===== config.mk =====
export PLATFORM = sky130hd
export DESIGN_NAME = sdram_cmd_monitor
export DESIGN_NICKNAME = d
export VERILOG_FILES = /design/src/rtl/sdr_mon_pkg.sv /design/src/rtl/sdr_cmd_decode.sv /design/src/rtl/sdr_bank_fsm.sv /design/src/rtl/sdram_cmd_monitor.sv
export SDC_FILE = /design/constraint.sdc
export NUM_CORES = 1
export LEC_CHECK = 0
export BUFFER_PORTS_ARGS = -buffer_cell sky130_fd_sc_hd__buf_2
export CELL_PAD_IN_SITES_DETAIL_PLACEMENT = 0
export CELL_PAD_IN_SITES_GLOBAL_PLACEMENT = 2
export CORE_ASPECT_RATIO = 1.25
export CORE_UTILIZATION = 41
export CTS_CLUSTER_DIAMETER = 120
export DETAILED_ROUTE_END_ITERATION = 12
export PLACE_DENSITY_LB_ADDON = 0.1
export SYNTH_ARGS = -nofsm -noshare
export SYNTH_HDL_FRONTEND = slang
export SYNTH_HIERARCHICAL = 1
export SYNTH_SLANG_ARGS = --single-unit

===== constraint.sdc =====
create_clock -name clk -period 4.3 [get_ports clk]
set_input_delay 0.645 -clock clk [delete_from_list [all_inputs] [get_ports clk]]
set_output_delay 0.645 -clock clk [all_outputs]
set_load 0.005 [all_outputs]

===== src/rtl/sdr_mon_pkg.sv =====
package sdr_mon_pkg;

    typedef enum logic [3:0] {
        CMD_INHIBIT   = 4'd0,
        CMD_NOP       = 4'd1,
        CMD_ACTIVE    = 4'd2,
        CMD_READ      = 4'd3,
        CMD_WRITE     = 4'd4,
        CMD_BST       = 4'd5,
        CMD_PRECHARGE = 4'd6,
        CMD_AUTO_REF  = 4'd7,
        CMD_SELF_REF  = 4'd8,
        CMD_LOAD_MODE = 4'd9
    } sdr_cmd_e;

    typedef enum logic [1:0] {
        BANK_IDLE    = 2'd0,
        BANK_OPEN    = 2'd1,
        BANK_CLOSING = 2'd2
    } bank_state_e;

    localparam int VIOL_W        = 7;
    localparam int V_ACC_IDLE    = 0;
    localparam int V_ACT_OPEN    = 1;
    localparam int V_MODE_BUSY   = 2;
    localparam int V_RCD         = 3;
    localparam int V_RP          = 4;
    localparam int V_RRD         = 5;
    localparam int V_RC          = 6;

endpackage


===== src/rtl/sdr_cmd_decode.sv =====
module sdr_cmd_decode
    import sdr_mon_pkg::*;
(
    input  logic     cs_n,
    input  logic     ras_n,
    input  logic     cas_n,
    input  logic     we_n,
    input  logic     cke,
    output sdr_cmd_e cmd
);

    always_comb begin
        cmd = CMD_NOP;
        if (cs_n) begin
            cmd = CMD_INHIBIT;
        end else begin
            unique case ({ras_n, cas_n, we_n})
                3'b111: cmd = CMD_NOP;
                3'b011: cmd = CMD_ACTIVE;
                3'b101: cmd = CMD_READ;
                3'b100: cmd = CMD_WRITE;
                3'b110: cmd = CMD_BST;
                3'b010: cmd = CMD_PRECHARGE;
                3'b001: cmd = cke ? CMD_AUTO_REF : CMD_SELF_REF;
                3'b000: cmd = CMD_LOAD_MODE;
            endcase
        end
    end

endmodule


===== src/rtl/sdr_bank_fsm.sv =====
module sdr_bank_fsm
    import sdr_mon_pkg::*;
#(
    parameter int ROW_W = 13,
    parameter int T_RCD = 3,
    parameter int T_RP  = 3,
    parameter int T_RC  = 9
) (
    input  logic             clk,
    input  logic             rst_n,
    input  sdr_cmd_e         cmd,
    input  logic             sel,
    input  logic             pre_all,
    input  logic [ROW_W-1:0] row_in,
    input  logic             ap_en,
    input  logic [2:0]       ap_len_m1,
    output logic             is_open,
    output logic [ROW_W-1:0] row_q,
    output logic             v_acc_idle,
    output logic             v_act_open,
    output logic             v_rcd,
    output logic             v_rp,
    output logic             v_rc
);

    localparam int RCD_W = $clog2(T_RCD + 1);
    localparam int RP_W  = $clog2(T_RP + 1);
    localparam int RC_W  = $clog2(T_RC + 1);

    bank_state_e      st_q, st_d;
    logic [2:0]       burst_q;
    logic [RCD_W-1:0] rcd_q;
    logic [RP_W-1:0]  rp_q;
    logic [RC_W-1:0]  rc_q;
    logic             hit_act, hit_acc, hit_pre, take_act;

    assign hit_act  = (cmd == CMD_ACTIVE) && sel;
    assign hit_acc  = ((cmd == CMD_READ) || (cmd == CMD_WRITE)) && sel;
    assign hit_pre  = (cmd == CMD_PRECHARGE) && (sel || pre_all);
    assign take_act = hit_act && (st_q == BANK_IDLE);

    assign v_acc_idle = hit_acc && (st_q != BANK_OPEN);
    assign v_act_open = hit_act && (st_q != BANK_IDLE);
    assign v_rcd      = hit_acc && (st_q == BANK_OPEN) && (rcd_q != '0);
    assign v_rp       = hit_act && (rp_q != '0);
    assign v_rc       = hit_act && (rc_q != '0);
    assign is_open    = (st_q != BANK_IDLE);

    // next-state logic
    always_comb begin
        st_d = st_q;
        unique case (st_q)
            BANK_IDLE:    if (hit_act) st_d = BANK_OPEN;
            BANK_OPEN:    if (hit_pre) st_d = BANK_IDLE;
                          else if (hit_acc && ap_en) st_d = BANK_CLOSING;
            BANK_CLOSING: if (hit_pre || burst_q == 3'd0) st_d = BANK_IDLE;
            default:      st_d = BANK_IDLE;
        endcase
    end

    // state register
    always_ff @(posedge clk or negedge rst_n) begin
        if (!rst_n) st_q <= BANK_IDLE;
        else        st_q <= st_d;
    end

    // row, burst countdown and gap timers
    always_ff @(posedge clk or negedge rst_n) begin
        if (!rst_n) begin
            row_q   <= '0;
            burst_q <= '0;
            rcd_q   <= '0;
            rp_q    <= '0;
            rc_q    <= '0;
        end else begin
            if (take_act) row_q <= row_in;

            if (st_q == BANK_OPEN && st_d == BANK_CLOSING) burst_q <= ap_len_m1;
            else if (st_q == BANK_CLOSING && burst_q != 3'd0) burst_q <= burst_q - 3'd1;

            if (take_act)            rcd_q <= RCD_W'(T_RCD - 1);
            else if (rcd_q != '0)    rcd_q <= rcd_q - 1'b1;

            if (take_act)            rc_q <= RC_W'(T_RC - 1);
            else if (rc_q != '0)     rc_q <= rc_q - 1'b1;

            if (hit_pre || (st_q == BANK_CLOSING && st_d == BANK_IDLE))
                rp_q <= RP_W'(T_RP - 1);
            else if (rp_q != '0)
                rp_q <= rp_q - 1'b1;
        end
    end

endmodule


===== src/rtl/sdram_cmd_monitor.sv =====
module sdram_cmd_monitor
    import sdr_mon_pkg::*;
#(
    parameter int NUM_BANKS = 4,
    parameter int ADDR_W    = 13,
    parameter int DQM_W     = 2,
    parameter int T_RCD     = 3,
    parameter int T_RP      = 3,
    parameter int T_RRD     = 3,
    parameter int T_RC      = 9
) (
    input  logic                        clk,
    input  logic                        rst_n,
    input  logic                        cs_n,
    input  logic                        ras_n,
    input  logic                        cas_n,
    input  logic                        we_n,
    input  logic                        cke,
    input  logic [ADDR_W-1:0]           addr,
    input  logic [$clog2(NUM_BANKS)-1:0] ba,
    input  logic [DQM_W-1:0]            dqm,
    input  logic                        viol_clr,
    output logic [3:0]                  cmd_o,
    output logic [10:0]                 col_o,
    output logic                        autopre_o,
    output logic [DQM_W-1:0]            wr_mask_o,
    output logic [DQM_W-1:0]            rd_hiz_o,
    output logic [NUM_BANKS-1:0]        bank_open_o,
    output logic [NUM_BANKS*ADDR_W-1:0] bank_row_o,
    output logic [6:0]                  viol_o
);

    localparam int BA_W  = $clog2(NUM_BANKS);
    localparam int RRD_W = $clog2(T_RRD + 1);

    sdr_cmd_e             cmd;
    logic                 is_rw, wr_one, full_page, ap_en;
    logic [2:0]           bl_code_q, bl_m1, ap_len_m1;
    logic                 wr_single_q;
    logic [RRD_W-1:0]     rrd_q;
    logic [BA_W-1:0]      last_ba_q;
    logic [NUM_BANKS-1:0] open_v, va_idle, va_open, va_rcd, va_rp, va_rc;
    logic [VIOL_W-1:0]    viol_new, viol_q;
    logic [DQM_W-1:0]     dqm_d1, dqm_d2;

    sdr_cmd_decode u_dec (
        .cs_n (cs_n), .ras_n(ras_n), .cas_n(cas_n),
        .we_n (we_n), .cke  (cke),   .cmd  (cmd)
    );

    assign is_rw     = (cmd == CMD_READ) || (cmd == CMD_WRITE);
    assign wr_one    = (cmd == CMD_WRITE) && wr_single_q;
    assign full_page = (bl_code_q == 3'd7);

    always_comb begin
        unique case (bl_code_q)
            3'd1:    bl_m1 = 3'd1;
            3'd2:    bl_m1 = 3'd3;
            3'd3:    bl_m1 = 3'd7;
            default: bl_m1 = 3'd0;
        endcase
    end

    assign ap_len_m1 = wr_one ? 3'd0 : bl_m1;
    assign ap_en     = addr[10] && (wr_one || !full_page);

    for (genvar b = 0; b < NUM_BANKS; b++) begin : g_bank
        sdr_bank_fsm #(
            .ROW_W(ADDR_W), .T_RCD(T_RCD), .T_RP(T_RP), .T_RC(T_RC)
        ) u_bank (
            .clk       (clk),
            .rst_n     (rst_n),
            .cmd       (cmd),
            .sel       (ba == BA_W'(b)),
            .pre_all   (addr[10]),
            .row_in    (addr),
            .ap_en     (ap_en),
            .ap_len_m1 (ap_len_m1),
            .is_open   (open_v[b]),
            .row_q     (bank_row_o[b*ADDR_W +: ADDR_W]),
            .v_acc_idle(va_idle[b]),
            .v_act_open(va_open[b]),
            .v_rcd     (va_rcd[b]),
            .v_rp      (va_rp[b]),
            .v_rc      (va_rc[b])
        );
    end

    always_comb begin
        viol_new              = '0;
        viol_new[V_ACC_IDLE]  = |va_idle;
        viol_new[V_ACT_OPEN]  = |va_open;
        viol_new[V_MODE_BUSY] = (cmd == CMD_LOAD_MODE) && (|open_v);
        viol_new[V_RCD]       = |va_rcd;
        viol_new[V_RP]        = |va_rp;
        viol_new[V_RRD]       = (cmd == CMD_ACTIVE) && (rrd_q != '0) && (ba != last_ba_q);
        viol_new[V_RC]        = |va_rc;
    end

    always_ff @(posedge clk or negedge rst_n) begin
        if (!rst_n) begin
            bl_code_q   <= '0;
            wr_single_q <= 1'b0;
            rrd_q       <= '0;
            last_ba_q   <= '0;
            viol_q      <= '0;
            cmd_o       <= CMD_INHIBIT;
            col_o       <= '0;
            autopre_o   <= 1'b0;
            wr_mask_o   <= '0;
            dqm_d1      <= '0;
            dqm_d2      <= '0;
            rd_hiz_o    <= '0;
        end else begin
            if (cmd == CMD_LOAD_MODE && !(|open_v)) begin
                bl_code_q   <= addr[2:0];
                wr_single_q <= addr[9];
            end
            if (cmd == CMD_ACTIVE) begin
                rrd_q     <= RRD_W'(T_RRD - 1);
                last_ba_q <= ba;
            end else if (rrd_q != '0) begin
                rrd_q <= rrd_q - 1'b1;
            end
            viol_q    <= (viol_clr ? '0 : viol_q) | viol_new;
            cmd_o     <= cmd;
            col_o     <= {addr[11], addr[9:0]};
            autopre_o <= is_rw && addr[10];
            wr_mask_o <= dqm;
            dqm_d1    <= dqm;
            dqm_d2    <= dqm_d1;
            rd_hiz_o  <= dqm_d2;
        end
    end

    assign bank_open_o = open_v;
    assign viol_o      = viol_q;

endmodule


==> Yosys cells after proc, flatten, opt, wreduce, memory -nomap -nowiden <==
Cells that the tools add are included.
{ "word_totals": {"out_inout_bits": 83, "regBits": 141, "inputBits": 25, "elab_cells": 286} }
{ "classes": {"n_bitwise": 1, "n_mux": 60, "reduce_logical": 137, "addsub": 17, "n_eq_ne": 36} }
{ "ops": {"columns": ["operator", "n"], "rows": [
  ["2-bit 2-to-1 mux", 34],
  ["1-bit logical AND", 63],
  ["2-bit nonzero test", 30],
  ["4-bit 2-to-1 mux", 10],
  ["4-bit one-hot mux with 8 select lines", 1],
  ["3-bit 2-to-1 mux", 9],
  ["2-bit one-hot mux with 3 select lines", 4],
  ["4-bit OR reduction", 6],
  ["2-bit == test, second input constant", 10],
  ["2-bit zero test", 9],
  ["2-bit by 1-bit subtractor with 2-bit output, second input constant", 9],
  ["4-bit nonzero test", 4],
  ["4-bit by 1-bit subtractor with 4-bit output, second input constant", 4],
  ["3-bit == test, second input constant", 5],
  ["3-bit zero test", 5],
  ["1-bit logical OR", 14],
  ["3-bit by 2-bit == test with 1-bit output, second input constant", 4],
  ["3-bit nonzero test", 4],
  ["3-bit by 1-bit subtractor with 3-bit output, second input constant", 4],
  ["2-bit by 1-bit == test with 1-bit output, second input constant", 5],
  ["3-bit one-hot mux with 3 select lines", 1],
  ["4-bit by 2-bit == test with 1-bit output, second input constant", 2],
  ["4-bit by 3-bit == test with 1-bit output, second input constant", 2],
  ["2-bit by 1-bit != test with 1-bit output, second input constant", 4],
  ["6 further kinds", 8]
]} }

==> Depth between registers and ports, before layout <==
Gate-level depths: netlist of run 1.
{ "depth": {"word_depth": 15, "ltp_mapped": 9, "depth_no_buf": 9} }

==> Cells and area by module <==
Netlist of run 1, hierarchy kept.
{ "modules_own_cells": {"columns": ["module", "seq_area_each_um2", "n_inst", "cells_per_inst", "area_per_inst_um2"], "rows": [
  ["sdr_bank_fsm", 650.6, 4, 110, 1355.0],
  ["sdram_cmd_monitor", 925.9, 1, 93, 1351.3],
  ["sdr_cmd_decode", 0.0, 1, 12, 73.8]
]} }

==> Worst setup path after synthesis of run 1 <==
OpenSTA, ideal clock, no wires.
{ "synth_path": {"kind": "input to register", "startpoint": "input cas_n", "endpoint": "register g_bank[0].u_bank.burst_q[0]", "path_buffers": 0, "required_ns": 4.175, "path_slack_ns": 0.860, "arrival_ns": 3.315, "cell_stages": 7, "setup_ns": 0.125, "path_cell_list": "o21a_1 > nor3_1 > nor2b_1 > nand3_1 > a41oi_1 > o2111ai_2 > mux2_2"} }
{ "synth_via": {"elab_chain_len": 14, "word_cells_on_any_way": 33, "classes_between": "eq/ne (12); mux (9); reduce/logical (12)"} }
{ "synth_rtl": {"columns": ["element", "line_no", "rtl"], "rows": [
  ["start, declared", "sdram_cmd_monitor.sv:16", "input logic cas_n,"],
  ["3-bit by 1-bit == test with 1-bit output, or another cell as far along", "sdr_cmd_decode.sv:17", "unique case ({ras_n, cas_n, we_n})"],
  ["4-bit one-hot mux with 8 select lines *", "sdr_cmd_decode.sv:17", null],
  ["4-bit 2-to-1 mux *", "sdr_cmd_decode.sv:14", "if (cs_n) begin"],
  ["named net cmd[2]", "sdram_cmd_monitor.sv:36", "sdr_cmd_e cmd;"],
  ["4-bit by 3-bit == test with 1-bit output *", "sdram_cmd_monitor.sv:52", "assign wr_one = (cmd == CMD_WRITE) && wr_single_q;"],
  ["1-bit logical AND *", "sdram_cmd_monitor.sv:52", null],
  ["1-bit logical OR *", "sdram_cmd_monitor.sv:65", "assign ap_en = addr[10] && (wr_one || !full_page);"],
  ["1-bit logical AND *", "sdram_cmd_monitor.sv:65", null],
  ["named net ap_en", "sdram_cmd_monitor.sv:37", "logic is_rw, wr_one, full_page, ap_en;"],
  ["1-bit logical AND *", "sdr_bank_fsm.sv:55", "else if (hit_acc && ap_en) st_d = BANK_CLOSING;"],
  ["2-bit 2-to-1 mux *", "sdr_bank_fsm.sv:55", null],
  ["2-bit 2-to-1 mux *", "sdr_bank_fsm.sv:54", "BANK_OPEN: if (hit_pre) st_d = BANK_IDLE;"],
  ["2-bit one-hot mux with 3 select lines *", "sdr_bank_fsm.sv:52", "unique case (st_q)"],
  ["2-bit == test *", "sdr_bank_fsm.sv:78", "if (st_q == BANK_OPEN && st_d == BANK_CLOSING) burst_q <= ap_len_m1;"],
  ["1-bit logical AND *", "sdr_bank_fsm.sv:78", null],
  ["3-bit 2-to-1 mux / 2-bit nonzero test (equally long branches)", null, null],
  ["end signal, assigned", "sdr_bank_fsm.sv:78", null],
  ["end signal, assigned", "sdr_bank_fsm.sv:79", "else if (st_q == BANK_CLOSING && burst_q != 3'd0) burst_q <= burst_q - 3'd1;"],
  ["end, declared", "sdr_bank_fsm.sv:31", "logic [2:0] burst_q;"]
]} }
The timed path passes the listed nets; every way through them passes the cells marked *.
A chain may end at the register's enable or synchronous reset.

==> Worst setup path in the final report of run 1 <==
{ "layout_path": {"startpoint": "input cas_n", "endpoint": "register g_bank[2].u_bank.row_q[1]"} }
{ "layout_via": {"elab_chain_len": 6, "word_cells_on_any_way": 13, "classes_between": "eq/ne (8); mux (2); reduce/logical (3)"} }
{ "layout_rtl": {"columns": ["element", "line_no", "rtl"], "rows": [
  ["3-bit by 1-bit == test with 1-bit output, or another cell as far along", "sdr_cmd_decode.sv:17", null],
  ["4-bit one-hot mux with 8 select lines *", "sdr_cmd_decode.sv:17", null],
  ["4-bit 2-to-1 mux *", "sdr_cmd_decode.sv:14", null],
  ["named net cmd[0]", "sdram_cmd_monitor.sv:36", null],
  ["4-bit by 2-bit == test with 1-bit output *", "sdr_bank_fsm.sv:37", "assign hit_act = (cmd == CMD_ACTIVE) && sel;"],
  ["1-bit logical AND *", "sdr_bank_fsm.sv:37", null],
  ["1-bit logical AND *", "sdr_bank_fsm.sv:40", "assign take_act = hit_act && (st_q == BANK_IDLE);"],
  ["end signal, assigned", "sdr_bank_fsm.sv:76", "if (take_act) row_q <= row_in;"],
  ["end, declared", "sdr_bank_fsm.sv:18", "output logic [ROW_W-1:0] row_q,"]
]} }
Marks and branches as above.

==> results of run 1 <==
per-layer routing:
layer | GRT usage (%) | share of wire, % | vias to the layer above
met2 | 33.5 | 50 | 98
met3 | 4.41 | 3.2 | 18
met1 | 24.2 | 44 | 2215
li1 | - | - | 2145
met4 | 6.99 | 2.0 | 0
met5 | 0 | 0 | -
final cells by class:
cell class	count	area [um^2]	share of cell area, %
sequential	141	3530	42.6
timing repair buffer	118	637	7.68
tap	216	270	3.26
clock buffer	19	453	5.46
multi-input combinational	337	3050	36.8
clock inverter	13	130	1.57
inverter	59	221	2.67
report_power, final:
part	total (W)	switching [W]	internal [W]
Combinational	0.00121	0.000552	0.000653
Sequential	0.00183	0.000192	0.00163
Clock	0.00143	0.000590	0.000837
Total	0.00446	0.00133	0.00312
cell usage after synthesis, types with 12 or more instances:
library cell and n:
dfrtp_1 141, nand2_1 12, o21ai_0 19, nor3b_2 16, nor2b_1 13, and2_1 14, inv_1 59, mux2i_1 18
ha_1 21, xnor2_1 12, nor2_1 32, mux2_2 15, mux2_4 56
metrics by stage:
stage | utilization, % | worst slack, ns | area [um^2] | hold slack (ns) | power, W
finish | 51.0 | 1.67 | 8290 | 0.262 | 0.00446
floorplan | - | 0.860 | 6850 | 0.331 | 0.00267
global placement | 47.4 | 1.31 | 7710 | 0.341 | 0.00302
CTS | 51.0 | 1.69 | 8290 | 0.306 | 0.00454
detailed placement | 47.4 | 1.23 | 7710 | 0.342 | 0.00307
global route | 51.0 | 1.47 | 8290 | 0.308 | 0.00477
worst register-to-register path, cell delays in order (launching register included):
cell      delay (ns)
dfrtp_1         0.42
nor2_1          0.30
nand4b_1        0.54
buf_4           0.39
mux2_4          0.30
flip-flops by register name, indices dropped and copies added, names as in the netlist, 3 cells and up:
signal                 flops
g_bank.u_bank/rc_q        16
cmd_o                      4
g_bank.u_bank/rcd_q        8
viol_o                     7
col_o                     11
g_bank.u_bank/rp_q         8
bl_code_q                  3
g_bank.u_bank/burst_q     12
g_bank.u_bank/st_q         8
g_bank.u_bank/row_q       52
how the worst max path moves through the flow:
stage,startpoint,endpoint,slack (ns),cells past startpoint
4_1_cts,cas_n,g_bank[1].u_bank/row_q[0],1.69,8
3_3_place_gp,cas_n,g_bank[0].u_bank/row_q[1],1.31,8
5_1_grt,cas_n,g_bank[1].u_bank/row_q[9],1.47,8
3_5_place_dp,cas_n,g_bank[3].u_bank/row_q[9],1.23,8
6_report,cas_n,g_bank[2].u_bank/row_q[1],1.67,8
2_1_floorplan,cas_n,g_bank[0].u_bank/burst_q[0],0.86,7
logic make-up after synthesis:
group	Yosys count	synth area share, %
simple gates	143	14.1
flops	141	51.5
mux	89	17.4
buf+inv	67	3.97
compound gates	65	6.74
fa+ha+maj	21	3.84
xor+xnor	19	2.43
==> flow_summary_export.csv, run 1 <==
group,metric,value,unit
clock_tree,clock_latency,0.42,ns
sta,clock.fmax,0.380,GHz
critical_path,critPathSlowestCell,"o21a_1",
layout,fill_cells,1478,
floorplanning,fp.dieW,118,um
layout,drive_gt1_share,36.1,%
drt,ant_nets,0,
placement,dp.cells,871,
yosys,syn_inst,545,
floorplanning,rows,52,
floorplanning,initial_utilization,42.1,%
yosys,synth-seq-area-share,51.5,%
yosys,syn-cell-area,6850,um^2
sta,setup_viol,0,
clock_tree,cts_setup_buffers,0,
critical_path,ff2ff_path_depth,4,
yosys,synth-edff-count,0,
placement,gp_congestion,0.828,
layout,layout_commonest_cell,"dfrtp_1",
sta,rsz0062_at_grt,"false",
floorplanning,die_h,146,um
yosys,synth_top_area_cell,"dfrtp_1",
critical_path,slowest_delay,0.79,ns
layout,nets,720,
clock_tree,cts.path.max_buffers,2,
sta,period_minus_slack,2.63,ns
critical_path,r2r-end,"g_bank[0].u_bank/row_q[0]",
sta,setup_tns,0,ns
global_routing,grt_pass1_vias,4839,
sta,relSlewSlack,34.9,%
floorplanning,core,16300,um^2
layout,n_antenna_cell,0,
global_routing,grt_max_degree,84,
hold_path,hp-class,"primary input to asynchronous set/reset pin",
yosys,synth-seq-cells,141,
clock_tree,htreeDepth,4,
flow_run,drv_cap,0,
drt,dr.pass1.iters,4,
yosys,synth.avg_cell_area,12.6,um^2
critical_path,crit_family,"compound AO/OA/AOI/OAI gates",
yosys,syn_nets,591,
clock_tree,cts_buffers,17,
power,power_density,538,nW/um^2
drt,viasPerCell,4.96,
yosys,synth-async-reset-ratio,100,%
drt,drc_errors,0,
yosys,netlist_top_cells_area,"dfrtp_1 52%, mux2_4 12%, ha_1 3.8%, inv_1 3.2%, nor3b_2 2.9%",
clock_tree,cts_root_buf,"clkbuf_16",
placement,hpwl,11.1,mm
critical_path,crit_buf_inv,2,
floorplanning,pin_count,108,
layout,syn2layout_area_growth,21.1,%
drt,vias,4476,
yosys,yosysWarningCount,6,
placement,port_buffers,107,
clock_tree,clock_sinks,141,
yosys,synthDistinctLibCells,45,
outcome,outcome,"completed",
layout,final_cell_mix,"141 x dfrtp_1, 106 x buf_2, 59 x inv_1",
floorplanning,dieArea,17200,um^2
power,cellLeakagePower,4.19,nW
clock_tree,post_cts_resized,0,
sta,slew_viol_final,0,
critical_path,path_cells,"buf_2 > nor2_1 > a21oi_1 > o21a_1 > nor3b_2 > nand4b_1 > buf_4 > mux2_4",
global_routing,grt_pass1_wl,25.8,mm
critical_path,crit_path_end_kind,"register",
critical_path,critPathRequiredTime,4.60,ns
critical_path,critPathKind,"primary input to register",
yosys,yosys.area.top_type_share,51.5,%
global_routing,grt_use_total,19.6,%
layout,stdcell_count,903,
sta,period_share,61.3,%
sta,finalHoldViolCount,0,
critical_path,cp-start-kind,"primary input",
critical_path,worst_ep_arrival_time,2.94,ns
sta,finalClockSkew,0.0130,ns
drt,wire_per_inst,17.3,um
global_routing,grt-ovfl-total,0,
clock_tree,hold_buffers,0,
sta,tightest_slew,0.977,ns
clock_tree,cts_tree,"built",
critical_path,crit_fanout,21,
drt,wirelength,15.6,mm
critical_path,r2r_setup_slack,2.24,ns
yosys,synth_ff_type,"dfrtp_1",
power,vdd_drop_max,0.296,mV
drt,dr.first_iter.drc_count,147,
global_routing,antenna_found_initial,0,
clock_tree,cts.clk_slew.worst_paths,0.06,ns
critical_path,r2r_start,"g_bank[0].u_bank/st_q[1]",
Power figures use the tool's default switching activity.
==> inputs of run 2 (changes only) <==
Settings changed: CORE_UTILIZATION 41 to 38.
Clock period 4.3 ns to 2.6 ns, I/O delays scaled along.
==> run 2 against run 1 <==
Power up 71%. First-iteration DRC count up 39%. Clock-buffer cell count down 1. Register-to-register slack worse by 1.6 ns. Die area up 7.8%. Clock skew down 0.0065 ns. Largest power group unchanged.
==> flow_summary_export.csv, run 2 (synthesis results as in run 1) <==
group,metric,value,unit
critical_path,r2r_setup_slack,0.67,ns
power,comb_power_share,26.9,%
layout,nets,738,
floorplanning,pin_count,108,
placement,dp.cells,896,
clock_tree,cts_tree,"built",
layout,largestRegisters,"g_bank.u_bank/row_q: 52 flops, g_bank.u_bank/rc_q: 16 flops, g_bank.u_bank/burst_q: 12 flops",
floorplanning,rows,54,
sta,setup_viol,0,
clock_tree,cts_setup_buffers,0,
power,p_sw,0.00223,W
layout,multi_input_area,3060,um^2
flow_run,drv_cap,0,
global_routing,grt_max_degree,62,
clock_tree,clock_sinks,141,
power,power_density,900,nW/um^2
power,pwr-share-seq,39.5,%
sta,period_minus_slack,2.23,ns
clock_tree,cts_buffers,17,
sta,relSlewSlack,59.6,%
drt,dr.first_iter.drc_count,204,
sta,slew_viol_final,0,
layout,top_register,"g_bank.u_bank/row_q",
layout,largest_register_ffs,52,
hold_path,min_to,"dqm_d1[0]",
layout,final_cell_mix,"141 x dfrtp_1, 106 x buf_2, 59 x inv_1",
power,clock_power_share,33.6,%
drt,dr.pass1.iters,4,
power,cellLeakagePower,4.28,nW
outcome,outcome,"completed",
floorplanning,fp.dieW,122,um
clock_tree,cts.path.max_buffers,2,
layout,stdcell_count,928,
sta,clock.fmax,0.448,GHz
layout,regArea,3530,um^2
layout,drive_gt1_share,37.5,%
clock_tree,cts_root_buf,"clkbuf_16",
power,vdd_drop_max,0.447,mV
critical_path,worst_ep_arrival_time,2.50,ns
critical_path,crit_path_end_kind,"register",
sta,period_share,85.8,%
critical_path,r2r_start,"g_bank[1].u_bank/rc_q[0]",
hold_path,hold_path_startpoint,"dqm[0]",
layout,layout_commonest_cell,"dfrtp_1",
global_routing,grt-ovfl-total,0,
critical_path,critPathKind,"primary input to register",
critical_path,crit_fanout,9,
placement,hpwl,12.2,mm
drt,vias,4585,
drt,wire_per_inst,17.8,um
global_routing,antenna_found_initial,0,
drt,wirelength,16.5,mm
clock_tree,htreeDepth,4,
critical_path,cp-start-kind,"primary input",
clock_tree,cts.clk_slew.worst_paths,0.06,ns
global_routing,grt_pass1_wl,26.7,mm
layout,syn2layout_area_growth,23.9,%
drt,drc_errors,0,
drt,viasPerCell,4.94,
sta,tightest_slew,0.606,ns
clock_tree,clock_latency,0.42,ns
sta,rsz0062_at_grt,"false",
hold_path,hp-class,"primary input to register",
floorplanning,core,17600,um^2
sta,finalHoldViolCount,0,
drt,ant_nets,0,
floorplanning,initial_utilization,39.0,%
placement,port_buffers,107,
global_routing,grt_pass1_vias,4870,
placement,gp_congestion,0.827,
power,power,0.00764,W
power,p_int,0.00541,W
critical_path,ff2ff_path_depth,7,
floorplanning,die_h,152,um
global_routing,grt_use_total,19.2,%
sta,finalClockSkew,0.00654,ns
layout,n_antenna_cell,0,
floorplanning,dieArea,18600,um^2
layout,fill_cells,1622,
hold_path,hold_path_depth,1,
critical_path,critPathRequiredTime,2.87,ns
layout,finalCoreUtilization,48.3,%
power,swShare,29.2,%
critical_path,r2r-end,"viol_o[6]",
run 2: cell types whose count changed in the layout (fill, tap and decap cells not counted), sizes merged:
| cell | change |
|---|---|
| bufinv | +3 |
| clkinvlp | +1 |
| buf | +17 |
| clkinv | -3 |
| clkbuf | -1 |
| inv | -1 |
| dlygate4sd3 | +1 |
run 2: layer usage:
layer / track usage (%) / share of wire [%] / vias up
met5: 0 / 0 / -
met4: 7.88 / 2.3 / 0
met3: 3.87 / 3.8 / 22
met2: 31.6 / 50 / 97
met1: 24.3 / 44 / 2293
li1: - / - / 2173
run 2: worst max path at each step:
stage / from / endpoint / slack, ns / depth (start not counted)
final: ras_n / viol_o[0] / 0.37 / 10
after global routing: ras_n / viol_o[0] / 0.21 / 10
after CTS: ras_n / viol_o[0] / 0.31 / 10
after detailed placement: ras_n / viol_o[0] / -0.12 / 10
after global placement: cke / viol_o[0] / -0.06 / 10
after floorplan: cas_n / g_bank[0].u_bank/burst_q[0] / 0.01 / 7
run 2: timing repair:
action	4_1_cts	5_1_grt
hold buffers	1	0
resized for setup	0	0
hold endpoints to repair	57	0
run 2: layout make-up:
cell class                 instances  area share [%]
clock inverter                    13            2.24
sequential                       141            41.6
timing repair buffer             136            9.13
clock buffer                      18            5.06
inverter                          59            2.61
tap                              224            3.30
multi-input combinational        337            36.1
run 2: critical path: stages:
cell	delay, ns
buf_2	0.13
a211oi_1	0.22
buf_4	0.16
nor2b_2	0.43
buf_4	0.24
nor2b_1	0.08
o21ai_0	0.13
nor2_1	0.09
nor4_1	0.45
o21ai_0	0.18
run 2: through the flow:
| step | cell area (um^2) | setup WS, ns | hold slack (ns) | TNS (ns) |
|---|---|---|---|---|
| finish | 8480 | 0.370 | 0.0705 | 0 |
| global route | 8480 | 0.213 | 0.0529 | 0 |
| CTS | 8480 | 0.305 | 0.0577 | 0 |
| detailed placement | 7850 | -0.123 | 0.340 | -0.123 |
| global placement | 7850 | -0.0614 | 0.339 | -0.0614 |
| floorplan | 6860 | 0.0119 | 0.0944 | 0 |
run 2: power groups by stage:
stage               Clock [W]  Sequential [W]  Combinational (W)
global placement            0         0.00303            0.00199
global route          0.00273         0.00309            0.00232
detailed placement          0         0.00305            0.00209
CTS                   0.00263         0.00302            0.00210
floorplan                   0         0.00302            0.00141
finish                0.00256         0.00302            0.00205
==> inputs of run 3 (changes only) <==
Settings changed: CORE_UTILIZATION 38 to 40, CTS_BUF_LIST set to sky130_fd_sc_hd__clkbuf_8.
==> run 3 against run 2 <==
Non-clock buffer count down 12. Sequential cell count unchanged. Clock-buffer cell count unchanged. Sequential power barely moved. First-iteration DRC count down 26%. Highest routed layer unchanged. Clock skew is 0.0052 ns higher. Sequential share of layout area grew 1.5 points. Wire length shrank 4.5%. Clock power fell by 30%. Utilization increased by 0.56 points. Register-to-register slack better by 0.13 ns. Power down 11%. Critical path type unchanged.
==> flow_summary_export.csv, run 3 (synthesis results as in run 1) <==
group,metric,value,unit
sta,period_share,76.6,%
floorplanning,die_h,148,um
placement,place_area,7780,um^2
critical_path,ff2ff_path_depth,5,
sta,slew_viol_final,0,
critical_path,path_cells,"buf_2 > a211oi_1 > nor2b_2 > buf_4 > nor2b_1 > o21ai_0 > nor3_1 > nor4_1 > o21ai_0",
drt,vias,4499,
critical_path,critPathRequiredTime,2.91,ns
layout,nets,726,
critical_path,crit_buf_inv,2,
drt,drc_errors,0,
clock_tree,cts.path.max_buffers,2,
drt,viasPerCell,4.93,
critical_path,crit_top_cell,"o21ai_0",
sta,setup_viol,0,
critical_path,r2r_start,"g_bank[3].u_bank/st_q[0]",
clock_tree,cts_buffers,17,
layout,fill_cells,1557,
critical_path,crit_family,"simple AND/OR/NAND/NOR gates",
clock_tree,clock_latency,0.45,ns
power,vdd_drop_max,0.430,mV
floorplanning,dieArea,17600,um^2
sta,relSlewSlack,67.1,%
layout,drive_gt1_share,36.7,%
global_routing,grt_pass1_wl,26.0,mm
sta,clock.fmax,0.502,GHz
clock_tree,post_cts_resized,0,
placement,gp_congestion,0.805,
layout,syn2layout_area_growth,19.7,%
placement,port_buffers,107,
placement,dp.cells,880,
clock_tree,cts_tree,"built",
floorplanning,fp.dieW,119,um
critical_path,endpoint,"viol_o[3]",
critical_path,cp-start-kind,"primary input",
clock_tree,cts_setup_buffers,0,
layout,fin_area,8200,um^2
sta,setup_tns,0,ns
critical_path,critPathLaunch,"ras_n",
critical_path,r2r_setup_slack,0.80,ns
global_routing,grt_pass1_vias,4825,
sta,period_minus_slack,1.99,ns
critical_path,path_depth,9,
sta,finalClockSkew,0.0117,ns
layout,n_antenna_cell,0,
clock_tree,htreeDepth,4,
critical_path,r2r-end,"bl_code_q[1]",
global_routing,antenna_found_initial,0,
global_routing,grt_use_total,19.5,%
floorplanning,pin_count,108,
sta,finalHoldViolCount,0,
clock_tree,hold_buffers,1,
drt,wirelength,15.8,mm
drt,dr.pass1.iters,4,
layout,layout_commonest_cell,"dfrtp_1",
sta,rsz0062_at_grt,"false",
sta,tightest_slew,0.491,ns
clock_tree,cts_root_buf,"clkbuf_8",
outcome,outcome,"completed",
power,cellLeakagePower,4.14,nW
floorplanning,rows,53,
floorplanning,core,16800,um^2
layout,top_register,"g_bank.u_bank/row_q",
flow_run,drv_cap,0,
floorplanning,initial_utilization,40.8,%
global_routing,grt_max_degree,55,
layout,largestRegisters,"g_bank.u_bank/row_q: 52 flops, g_bank.u_bank/rc_q: 16 flops, g_bank.u_bank/burst_q: 12 flops",
drt,ant_nets,0,
layout,final_cell_mix,"141 x dfrtp_1, 106 x buf_2, 59 x inv_1",
placement,hpwl,11.4,mm
layout,stdcell_count,913,
layout,largest_register_ffs,52,
clock_tree,cts.clk_slew.worst_paths,0.08,ns
drt,dr.first_iter.drc_count,151,
clock_tree,clock_sinks,141,
global_routing,grt-ovfl-total,0,
hold_path,hp-class,"primary input to register",
critical_path,crit_fanout,16,
critical_path,critPathKind,"primary input to register",
critical_path,critPathSlowestCell,"a211oi_1",
drt,wire_per_inst,17.3,um
power,power_density,832,nW/um^2
critical_path,worst_ep_arrival_time,2.30,ns
critical_path,crit_path_end_kind,"register",
critical_path,slowest_delay,0.42,ns
-- run 3: cell count changes in the layout (fill, tap and decap cells not counted), moves of 2 or more --
cell / change
bufinv_16: -2
buf_12: +2
clkbuf_16: -17
buf_4: -14
inv_6: +2
clkbuf_8: +18
-- run 3: how the worst min path moves through the flow --
stage | endpoint | start | cells after the start
finish | dqm_d1[0] | dqm[0] | 1
global route | dqm_d1[0] | dqm[0] | 1
CTS | dqm_d1[0] | dqm[0] | 1
detailed placement | g_bank[3].u_bank/row_q[6] | rst_n | 1
global placement | g_bank[3].u_bank/row_q[6] | rst_n | 1
floorplan | autopre_o | rst_n | 0
-- run 3: final cells by class --
cell class | count | area (um^2) | area share (%)
clock inverters | 14 | 155 | 1.89
multi-input cells | 337 | 3060 | 37.3
flip-flops and latches | 141 | 3530 | 43.0
clock buffers | 18 | 248 | 3.02
well taps | 220 | 275 | 3.36
inverters | 59 | 221 | 2.70
repair buffers | 124 | 709 | 8.66
-- run 3: per-layer routing --
layer / GRT usage [%] / part of all wire, % / vias up
met5: 0 / 0 / -
met4: 7.66 / 2.0 / 0
met3: 4.56 / 4.0 / 20
met2: 32.2 / 49 / 99
met1: 24.6 / 45 / 2227
li1: - / - / 2153
-- run 3: per-stage QoR --
| stage | util, % | worst slack [ns] | hold slack (ns) | total power (W) |
|---|---|---|---|---|
| after floorplan | - | 0.0119 | 0.0944 | 0.00442 |
| after global placement | 46.4 | 0.118 | 0.327 | 0.00500 |
| after detailed placement | 46.4 | 0.148 | 0.332 | 0.00509 |
| after CTS | 48.9 | 0.628 | 0.00252 | 0.00693 |
| after global routing | 48.9 | 0.463 | 0.0111 | 0.00732 |
| final | 48.9 | 0.609 | 0.0406 | 0.00682 |
-- run 3: power by group --
| part | total (W) | internal, W | leakage (nW) | switching (W) |
|---|---|---|---|---|
| Sequential | 0.00301 | 0.00270 | 1.80 | 0.000317 |
| Combinational | 0.00201 | 0.00109 | 2.15 | 0.000922 |
| Clock | 0.00179 | 0.000890 | 0.189 | 0.000902 |
| Total | 0.00682 | 0.00468 | 4.14 | 0.00214 |
